File: config.mk
export PLATFORM = sky130hd
export DESIGN_NAME = rtc_keeper
export DESIGN_NICKNAME = d
export VERILOG_FILES = /design/src/rtl/rtc_pkg.sv /design/src/rtl/rtc_post_queue.sv /design/src/rtl/rtc_time_base.sv /design/src/rtl/rtc_keeper.sv
export SDC_FILE = /design/constraint.sdc
export NUM_CORES = 1
export LEC_CHECK = 0
export ABC_AREA = 1
export CAP_MARGIN = 20
export CORE_ASPECT_RATIO = 1.5
export CORE_MARGIN = 4
export CORE_UTILIZATION = 57
export DETAILED_ROUTE_END_ITERATION = 8
export DONT_BUFFER_PORTS = 1
export PLACE_DENSITY = 0.72
export SYNTH_ARGS = -nofsm -noshare
export SYNTH_HDL_FRONTEND = slang
export SYNTH_SLANG_ARGS = --single-unit
File: constraint.sdc
create_clock -name clk -period 2.97 [get_ports clk]
set_input_delay 0.297 -clock clk [delete_from_list [all_inputs] [get_ports clk]]
set_output_delay 0.297 -clock clk [all_outputs]
set_load 0.1 [all_outputs]
File: src/rtl/rtc_pkg.sv
package rtc_pkg;
  localparam int DW    = 32;
  localparam int SEL_W = 3;

  typedef enum logic [SEL_W-1:0] {
    RG_SECS  = 3'd0,
    RG_FRAC  = 3'd1,
    RG_ASECS = 3'd2,
    RG_AFRAC = 3'd3,
    RG_CTRL  = 3'd4,
    RG_STAT  = 3'd5,
    RG_IEN   = 3'd6
  } reg_sel_e;

  localparam int ST_BUSY  = 10;
  localparam int ST_NEXT  = 9;
  localparam int ST_DONE  = 8;
  localparam int ST_ERR   = 7;
  localparam int ST_ALRM  = 4;
  localparam int ST_INVAL = 1;
  localparam int ST_TAMP  = 0;
  localparam int CT_RUN   = 3;

  localparam logic [DW-1:0] IEN_MASK =
    (DW'(1) << ST_NEXT) | (DW'(1) << ST_DONE) | (DW'(1) << ST_ERR) | (DW'(1) << ST_ALRM);

  typedef struct packed {
    logic [SEL_W-1:0] sel;
    logic [DW-1:0]    data;
  } wr_cmd_t;
endpackage

File: src/rtl/rtc_post_queue.sv
module rtc_post_queue
  import rtc_pkg::*;
#(
  parameter int LAT = 4
) (
  input  logic    clk,
  input  logic    rst,
  input  logic    req,
  input  wr_cmd_t req_cmd,
  output logic    busy,
  output logic    accept,
  output logic    reject,
  output logic    commit,
  output wr_cmd_t commit_cmd
);
  localparam int CW = $clog2(LAT + 1);

  logic [CW-1:0] cnt;
  logic          busy_q;
  wr_cmd_t       held;

  assign busy       = busy_q;
  assign accept     = req && !busy_q;
  assign reject     = req && busy_q;
  assign commit     = busy_q && (cnt == '0);
  assign commit_cmd = held;

  always_ff @(posedge clk) begin
    if (rst) begin
      busy_q <= 1'b0;
      cnt    <= '0;
      held   <= '0;
    end else if (accept) begin
      busy_q <= 1'b1;
      cnt    <= CW'(LAT - 1);
      held   <= req_cmd;
    end else if (commit) begin
      busy_q <= 1'b0;
    end else if (busy_q) begin
      cnt <= cnt - 1'b1;
    end
  end


  accept_sets_busy_chk: assert property (@(posedge clk) disable iff (rst)
    accept |=> busy && !commit);

  commit_frees_chk: assert property (@(posedge clk) disable iff (rst)
    commit |=> !busy);
endmodule

File: src/rtl/rtc_time_base.sv
module rtc_time_base #(
  parameter int SW = 32,
  parameter int FW = 15
) (
  input  logic          clk,
  input  logic          rst,
  input  logic          tick,
  input  logic          run_en,
  input  logic          ld_secs,
  input  logic          ld_frac,
  input  logic [SW-1:0] ld_data,
  input  logic [SW-1:0] alm_secs,
  input  logic [FW-1:0] alm_frac,
  output logic [SW-1:0] secs,
  output logic [FW-1:0] frac,
  output logic          hit
);
  logic          armed;
  logic          adv;
  logic          carry;
  logic [FW-1:0] frac_nx;
  logic [SW-1:0] secs_nx;

  assign adv            = run_en && armed && tick && !ld_secs && !ld_frac;
  assign {carry, frac_nx} = {1'b0, frac} + 1'b1;
  assign secs_nx        = secs + SW'(carry);
  assign hit            = adv && (alm_secs != '1) &&
                          (secs_nx == alm_secs) && (frac_nx == alm_frac);

  always_ff @(posedge clk) begin
    if (rst) begin
      secs  <= '0;
      frac  <= '0;
      armed <= 1'b0;
    end else begin
      if (ld_secs) begin
        secs  <= ld_data;
        armed <= 1'b1;
      end
      if (ld_frac) frac <= ld_data[FW-1:0];
      if (adv) begin
        frac <= frac_nx;
        secs <= secs_nx;
      end
    end
  end


  unarmed_frozen_chk: assert property (@(posedge clk) disable iff (rst)
    (!armed && !ld_secs && !ld_frac) |=> $stable(frac) && $stable(secs));

  wrap_carry_chk: assert property (@(posedge clk) disable iff (rst)
    (adv && frac == '1) |=> (frac == '0) && (secs == $past(secs) + 1'b1));

  halted_chk: assert property (@(posedge clk) disable iff (rst)
    (!run_en && !ld_secs && !ld_frac) |=> $stable(frac));
endmodule

File: src/rtl/rtc_keeper.sv
module rtc_keeper
  import rtc_pkg::*;
#(
  parameter int FRAC_W     = 15,
  parameter int COMMIT_LAT = 4
) (
  input  logic          clk,
  input  logic          rst,
  input  logic [2:0]    bus_addr,
  input  logic          bus_we,
  input  logic [31:0]   bus_wdata,
  output logic [31:0]   bus_rdata,
  input  logic          tick_in,
  input  logic          tamper_in,
  output logic          irq_out
);
  logic          busy, accept, reject, commit;
  wr_cmd_t       c_cmd;
  logic [DW-1:0] secs, alm_secs;
  logic [FRAC_W-1:0] frac, alm_frac;
  logic          run_en, hit;
  logic [DW-1:0] ien;
  logic          st_done, st_err, st_alrm, st_inval, st_tamp;
  logic          wr_stat, ld_secs, ld_frac;
  logic [DW-1:0] status;

  rtc_post_queue #(.LAT(COMMIT_LAT)) u_queue (
    .clk(clk), .rst(rst), .req(bus_we),
    .req_cmd('{sel: bus_addr, data: bus_wdata}),
    .busy(busy), .accept(accept), .reject(reject),
    .commit(commit), .commit_cmd(c_cmd)
  );

  assign wr_stat = commit && (c_cmd.sel == RG_STAT);
  assign ld_secs = commit && (c_cmd.sel == RG_SECS) && !st_inval;
  assign ld_frac = commit && (c_cmd.sel == RG_FRAC) && !st_inval;

  rtc_time_base #(.SW(DW), .FW(FRAC_W)) u_time (
    .clk(clk), .rst(rst), .tick(tick_in), .run_en(run_en),
    .ld_secs(ld_secs), .ld_frac(ld_frac), .ld_data(c_cmd.data),
    .alm_secs(alm_secs), .alm_frac(alm_frac),
    .secs(secs), .frac(frac), .hit(hit)
  );

  always_ff @(posedge clk) begin
    if (rst) begin
      alm_secs <= '1;
      alm_frac <= '0;
      run_en   <= 1'b0;
      ien      <= '0;
    end else if (commit) begin
      case (c_cmd.sel)
        RG_ASECS: alm_secs <= c_cmd.data;
        RG_AFRAC: alm_frac <= c_cmd.data[FRAC_W-1:0];
        RG_CTRL:  run_en   <= c_cmd.data[CT_RUN];
        RG_IEN:   ien      <= c_cmd.data & IEN_MASK;
        default:  ;
      endcase
    end
  end

  always_ff @(posedge clk) begin
    if (rst) begin
      st_done  <= 1'b0;
      st_err   <= 1'b0;
      st_alrm  <= 1'b0;
      st_inval <= 1'b1;
      st_tamp  <= 1'b0;
    end else begin
      if (accept)      st_done <= 1'b0;
      else if (commit) st_done <= 1'b1;

      if (reject)                            st_err <= 1'b1;
      else if (wr_stat && c_cmd.data[ST_ERR]) st_err <= 1'b0;

      if (hit)                                 st_alrm <= 1'b1;
      else if (wr_stat && c_cmd.data[ST_ALRM]) st_alrm <= 1'b0;

      if (tamper_in) begin
        st_inval <= 1'b1;
        st_tamp  <= 1'b1;
      end else if (wr_stat) begin
        if (c_cmd.data[ST_INVAL] && c_cmd.data[ST_TAMP]) st_inval <= 1'b0;
        if (c_cmd.data[ST_TAMP]) st_tamp <= 1'b0;
      end
    end
  end

  always_comb begin
    status           = '0;
    status[ST_BUSY]  = busy;
    status[ST_NEXT]  = !busy;
    status[ST_DONE]  = st_done;
    status[ST_ERR]   = st_err;
    status[ST_ALRM]  = st_alrm;
    status[ST_INVAL] = st_inval;
    status[ST_TAMP]  = st_tamp;
  end

  always_ff @(posedge clk) begin
    if (rst) begin
      bus_rdata <= '0;
      irq_out   <= 1'b0;
    end else begin
      irq_out <= |(status & ien);
      case (bus_addr)
        RG_SECS:  bus_rdata <= secs;
        RG_FRAC:  bus_rdata <= DW'(frac);
        RG_ASECS: bus_rdata <= alm_secs;
        RG_AFRAC: bus_rdata <= DW'(alm_frac);
        RG_CTRL:  bus_rdata <= DW'(run_en) << CT_RUN;
        RG_STAT:  bus_rdata <= status;
        RG_IEN:   bus_rdata <= ien;
        default:  bus_rdata <= '0;
      endcase
    end
  end


  reject_flags_chk: assert property (@(posedge clk) disable iff (rst)
    reject |=> st_err);

  commit_done_chk: assert property (@(posedge clk) disable iff (rst)
    (commit && !accept) |=> st_done);

  tamper_inval_chk: assert property (@(posedge clk) disable iff (rst)
    tamper_in |=> st_inval && st_tamp);

  inval_blocks_chk: assert property (@(posedge clk) disable iff (rst)
    (st_inval && !tick_in) |=> $stable(secs));

  never_alarm_chk: assert property (@(posedge clk) disable iff (rst)
    (alm_secs == '1 && $stable(alm_secs) && !wr_stat) |=> !$rose(st_alrm));
endmodule

After elaboration in Yosys (flattened, before gate mapping):

Cells that the tools add are included.

* memories kept: 0
* bits in writable memories: 0
* memory bits (read-only): 0
* register bits after elaboration: 177
* input bits: 40
* output and inout bits: 33
* latch bits: 0
* logic and storage cells: 101

* div/mod/pow operators: 0
* equality and inequality tests: 16
* mux-type cells: 17
* reductions and logical operators: 44
* $mul: 0
* bitwise logic cells: 2
* shift-type cells: 0
* add/sub/neg operators: 3
* magnitude comparators: 0

Operators with widths (number)
* $pmux 32 s7: 1
* $mux 32: 2
* $add 32x1->32: 1
* $eq 32x32->1: 1
* $ne 32x32->1 const B: 1
* $reduce_or 32->1: 1
* $mux 15: 2
* $eq 3x3->1 const B: 6
* $logic_and 1x1->1: 18
* $add 15x1->16 const B: 1
* $reduce_and 2->1: 8
* $reduce_bool 2->1: 8
* $eq 15x15->1: 1
* $eq 3x2->1 const B: 4
* $and 11x10->11: 1
* $logic_not 3->1: 3
* $mux 1: 9
* $eq 3x1->1 const B: 2
* $mux 2: 3
* $logic_not 1->1: 4
* $reduce_or 2->1: 2
* $sub 3x1->3 const B: 1
* $ne 2x2->1 const B: 1
* $not 1->1: 1

Longest topological paths before layout:

* word-level depth: 11
* mapped depth: 23
* gate-level depth less buffers: 22

Hierarchy:

Synthesis repeated with hierarchy kept, for this count alone.

* cells, all modules: 1512
* area, all modules: 9801.9 um2

Modules (own cells, without submodules)
* rtc_time_base: sequential area each 960.9 um2, cells each 819, instances 1, area an instance 4458.0 um2
* rtc_keeper: sequential area each 1801.7 um2, cells each 509, instances 1, area an instance 3763.6 um2
* rtc_post_queue: sequential area each 780.7 um2, cells each 184, instances 1, area an instance 1580.3 um2

Least setup slack after synthesis:

No wires, ideal clock.

* path kind: reg-to-reg
* start: reg u_time.frac[0]
* end: reg st_alrm
* data arrival time: 2667 ps
* buffers on the path: 0
* stages on the path, launching flop included: 23
* library setup time: 67 ps
* clock period less this slack: 2734 ps
* data required time: 2903 ps
* path slack: 236 ps
* cell sequence: dfxtp_1 -> inv_1 -> nor2_2 -> nand2_1 -> inv_1 -> nand3_1 -> nor3_1 -> ha_1 -> ha_1 -> nand2_4 -> nor2_8 -> nand2_2 -> nor2_2 -> nand2_1 -> nand2_1 -> nand2_1 -> nand2_1 -> nand2_1 -> nor2_1 -> nand3_1 -> nor2_1 -> nand2_1 -> a21oi_2

* longest elaborated chain between the ends: 6
* elaborated cells on any way between the ends: 8
* those cells by class: add/sub (2); eq/ne (2); mux (1); reduce/logical (3)

Ends and longest elaborated chain
* start: declaration: line rtc_time_base.sv:15 `output logic [FW-1:0] frac,`
* start signal: assignment: line rtc_time_base.sv:40 `if (ld_frac) frac <= ld_data[FW-1:0];`
* start signal: assignment: line rtc_time_base.sv:42 `frac <= frac_nx;`
* $add 15x1->16 *: line rtc_time_base.sv:25 `assign {carry, frac_nx} = {1'b0, frac} + 1'b1;`
* $add 32x1->32: line rtc_time_base.sv:26 `assign secs_nx = secs + SW'(carry);`
* $eq 32x32->1: line rtc_time_base.sv:28 `(secs_nx == alm_secs) && (frac_nx == alm_frac);`
* $logic_and 1x1->1: line rtc_time_base.sv:27 `assign hit = adv && (alm_secs != '1) &&`
* $logic_and 1x1->1 *: line rtc_time_base.sv:28
* $mux 1 / $reduce_bool 2->1 (equally long branches)
* end signal: assignment: line rtc_keeper.sv:66 `st_alrm <= 1'b0;`
* end signal: assignment: line rtc_keeper.sv:76 `if (hit) st_alrm <= 1'b1;`
* end signal: assignment: line rtc_keeper.sv:77 `else if (wr_stat && c_cmd.data[ST_ALRM]) st_alrm <= 1'b0;`
* end: declaration: line rtc_keeper.sv:23 `logic st_done, st_err, st_alrm, st_inval, st_tamp;`

Mark *: on every way between the ends. The rest lies on a longest branch, timed or not.
A chain may end at the register's enable or synchronous reset.

Final worst setup path:

* start: reg u_time.frac[1]
* end: reg st_alrm

The elaborated chain is that of the path after synthesis.

==> key figures <==
Outcome
  – Outcome: finished, final reports clean

Critical path
  – Crit path max-delay cell type: sky130_fd_sc_hd__dfxtp_2
  – Data arrival time at the worst-slack endpoint: between 3 and 4 ns
  – Path type of the worst setup path: reg -> reg
  – Critical path required time: between 3 and 4 ns
  – Max Fanout on Critical Path: 5
  – Sort of element at the start of the critical path: register
  – WP buf/inv: 3
  – Ordered list of cells on the worst path: nand2_1 > nor2_2 > nand2_2 > inv_2 > nand3_4 > nor3_4 > ha_2 > buf_4 > nand2_2 > nor2_8 > nand2_4 > nor2_4 > nand2_1 > nand3_1 > nand2_1 > inv_1 > nand2_1 > nor2_2 > nand3_1 > nor2_1 > nand2_1 > a21oi_2
  – Top delay family on crit path: simple AND/OR/NAND/NOR gates
  – Most prevalent standard cell on the critical path: sky130_fd_sc_hd__nand2_1
  – Biggest cell delay along the critical path: roughly 0.34 ns
  – Critical Path End Type: register

Die
  – Core Rows: 56
  – Core ar.: 0.0158 sq mm
  – Initial standard-cell utilization of the core: ~58%
  – Count of boundary I/O pins: 73
  – DIE HEIGHT: between 150 and 200 um
  – Die area: about 0.018 sq mm
  – DIE WIDTH: roughly 110 um

Synth
  – Leading area contributor after synthesis: sky130_fd_sc_hd__dfxtp_1
  – Proportion of synthesized flip-flops having asynchronous set or reset: 0%
  – Fraction of synthesized cell area taken by the top area cell type: 38.5%
  – Total nets after synthesis: between 1000 and 1500
  – Most numerous cell types in the synthesized netlist: sky130_fd_sc_hd__nand2_1, sky130_fd_sc_hd__dfxtp_1, sky130_fd_sc_hd__nor2_1, sky130_fd_sc_hd__inv_1
  – Warnings from Yosys: 0
  – Primary FF master, synth: sky130_fd_sc_hd__dfxtp_1
  – Netlist Area Pre-Place: 0.00921 sq mm
  – Synth Area per Inst: around 6.6 sq um
  – Sequential fraction of the synthesis area: 38.5%
  – Number of register bits inferred by synthesis: approximately 180
  – Number of enable flip-flop cells after synthesis: 0
  – Largest cells by area after synthesis: sky130_fd_sc_hd__dfxtp_1, sky130_fd_sc_hd__nand2_1, sky130_fd_sc_hd__nor2_1, sky130_fd_sc_hd__inv_1, sky130_fd_sc_hd__a21oi_1
  – Synth cell types: approximately 40
  – Count leader, synth: sky130_fd_sc_hd__nand2_1
  – Synthesized instance count: 1394

Timing
  – Max transition margin: a little over a third
  – Post-layout worst setup margin: 0.106 ns
  – Worst Skew: between 0.01 and 0.015 ns
  – Post-route clock period utilization: a little over nine tenths
  – Final hold slack: around 0.021 ns
  – Final number of setup-violating endpoints: 0
  – Final critical path time including I/O delays and setup: 2.86 ns
  – Achievable frequency: about 350 MHz
  – Pin slew with the least headroom to its limit: slightly below 1 ns
  – Max-slew violation count: 0
  – Number of hold violations in the final report: 0

GRT
  – Global-route wire length before repair: approximately 49000 um
  – Total global-route track usage: between 30% and 40%
  – Met3 Track Usage GR: between 4 and 5%
  – Via count of the first global-routing pass: slightly above 9000
  – Met2 Track Usage GR: around three fifths
  – Most used routing layer: met2
  – Number of antenna violations at the first check in global routing: 0
  – Maximum number of pins on one net before global-route repair: ~110
  – Final global-route overflow total: 0
  – GR met1 Demand/Resource: between 30% and 40%

Place
  – Routability Congestion: around 1
  – Post-placement cell area: 0.00956 sq mm
  – HPWL after detailed placement: about 23000 um
  – Post-Place Setup Slack: -0.0509 ns
  – I/O Buffers: 0

Final layout
  – Multi-input logic area: just over 0.005 sq mm
  – Fraction of layout instances using a drive strength above 1: a little under an eighth
  – Total of fill cells in the finished design: 1518
  – Post-layout utilization of the core: around two thirds
  – Net total in the final layout: between 1000 and 1500
  – Register cell area after layout: 0.00355 sq mm
  – Final instance area: 0.0105 sq mm
  – Post-synthesis to final-layout area growth: 13.6%
  – Number of inserted diodes: 0

Drt
  – Avg WL per Cell: between 15 and 20 um
  – Routed Antenna Nets: 0
  – Wirelength, routed: 31400 um
  – Number of vias after detailed routing: about 9600
  – Post-DR vias/cell: ~5.9
  – Violation count after the first detailed-routing iteration: between 900 and 1000
  – Remaining DRCs: 0
  – Number of iterations in the first detailed-routing pass: 6

Job
  – Count of max-cap constraint violations: 0

Clock network
  – CTS tree: yes
  – Later-pin clock latency in the skew report: roughly 0.45 ns
  – Number of buffers added by the clock tree synthesis step: 17
  – Clock-pin slew reported for the worst setup and hold paths after clock tree synthesis: approximately 0.07 ns
  – Maximum root-to-sink buffer count: 2
  – Number of clock sinks seen by CTS: between 150 and 200
  – Cell chosen for the clock root: sky130_fd_sc_hd__clkbuf_16
  – Number of H-tree levels: 4

Power
  – P_leak: about 4.6 nW
  – Maximum vdd drop: approximately 300 uV
  – Areal power density over the cells: 500 mW/mm^2

Worst hold path
  – Hold Path Class: in -> reg
-- routing by layer --
layer,share of wire [%],vias to the layer above
met1,37,4386
met4,7.7,0
li1,-,4635
met5,0,-
met3,5.0,152
met2,51,435
-- cell type report --
type                       instances  area share (%)
tap                              203            2.43
timing repair buffer              50            4.00
clock buffer                      17            4.07
multi-input combinational       1009            48.3
sequential                       177            34.0
clock inverter                    15            1.60
inverter                         156            5.60
-- power by group --
| group | total [mW] | internal, mW | leakage [nW] | switching [mW] |
|---|---|---|---|---|
| registers | 2.63 | 2.45 | 1.44 | 0.179 |
| logic | 0.319 | 0.0968 | 2.84 | 0.222 |
| clock network | 2.28 | 1.20 | 0.290 | 1.08 |
-- cells in the final DEF (no fill, tap or decap), types with 9 or more instances in the layout --
cell / n
sky130_fd_sc_hd__nand2_1: 355
sky130_fd_sc_hd__dfxtp_1: 170
sky130_fd_sc_hd__nor2_1: 150
sky130_fd_sc_hd__inv_1: 142
sky130_fd_sc_hd__a21oi_1: 109
sky130_fd_sc_hd__nand3_1: 102
sky130_fd_sc_hd__o21ai_0: 100
sky130_fd_sc_hd__buf_4: 44
sky130_fd_sc_hd__o22ai_1: 28
sky130_fd_sc_hd__a31oi_1: 26
sky130_fd_sc_hd__nand2_2: 20
sky130_fd_sc_hd__clkbuf_16: 17
sky130_fd_sc_hd__nor2_2: 15
sky130_fd_sc_hd__nand4_1: 15
sky130_fd_sc_hd__inv_2: 13
sky130_fd_sc_hd__a221oi_1: 13
sky130_fd_sc_hd__a22oi_1: 9
-- kinds of logic after synthesis --
logic type               count (synthesis)  synth area share [%]
AO/OA/AOI/OAI                          301                  18.4
buffers and inverters                  208                  8.60
flip-flops                             177                  38.5
XOR/XNOR                                 7                 0.965
adder cells (fa/ha/maj)                  5                 0.680
AND/OR/NAND/NOR                        696                  32.8
-- what timing repair did --
item / 4_1_cts / 5_1_grt
resized for setup: 1 / 52
setup buffers: 0 / 8
hold buffers: 5 / 0
endpoints found under the setup margin: 1 / 1
hold endpoints to repair: 107 / 0
pin swaps: 0 / 21
-- state kept, by name, indices dropped and copies added, names as in the netlist, 3 cells and up --
| name | flops |
|---|---|
| alm_frac | 15 |
| alm_secs | 32 |
| bus_rdata | 32 |
| ien | 4 |
| u_queue.cnt | 3 |
| u_queue.commit_cmd | 35 |
| u_time.frac | 15 |
| u_time.secs | 32 |
-- path summary, 6_finish.rpt --
| path | slack (ns) | from | cells past startpoint | endpoint |
|---|---|---|---|---|
| worst max-delay path | 0.11 | u_time.frac[1] | 22 | st_alrm |
| worst min-delay path | 0.02 | bus_wdata[28] | 2 | u_queue.commit_cmd[28] |
| worst max register to register | 0.11 | u_time.frac[1] | 22 | st_alrm |
| worst min register to register | 0.48 | u_queue.commit_cmd[12] | 2 | alm_secs[12] |
-- worst reg2reg max path, delay by kind of cell (launching register included) --
family                   cells  cell delay (ns)
adder cells (fa/ha/maj)      1             0.23
AND/OR/NAND/NOR             17             1.83
AO/OA/AOI/OAI                1             0.11
buffers and inverters        3             0.28
flip-flops                   1             0.34
-- per-stage QoR --
step                instances  setup TNS [ns]  power (mW)
floorplan                1394               0        2.87
global placement         1582               0        2.95
detailed placement       1582         -0.0509        2.96
global route             1627         -0.0210        5.37
CTS                      1619               0        5.23
finish                   1627               0        5.23
(Power assumes the default switching activity.)
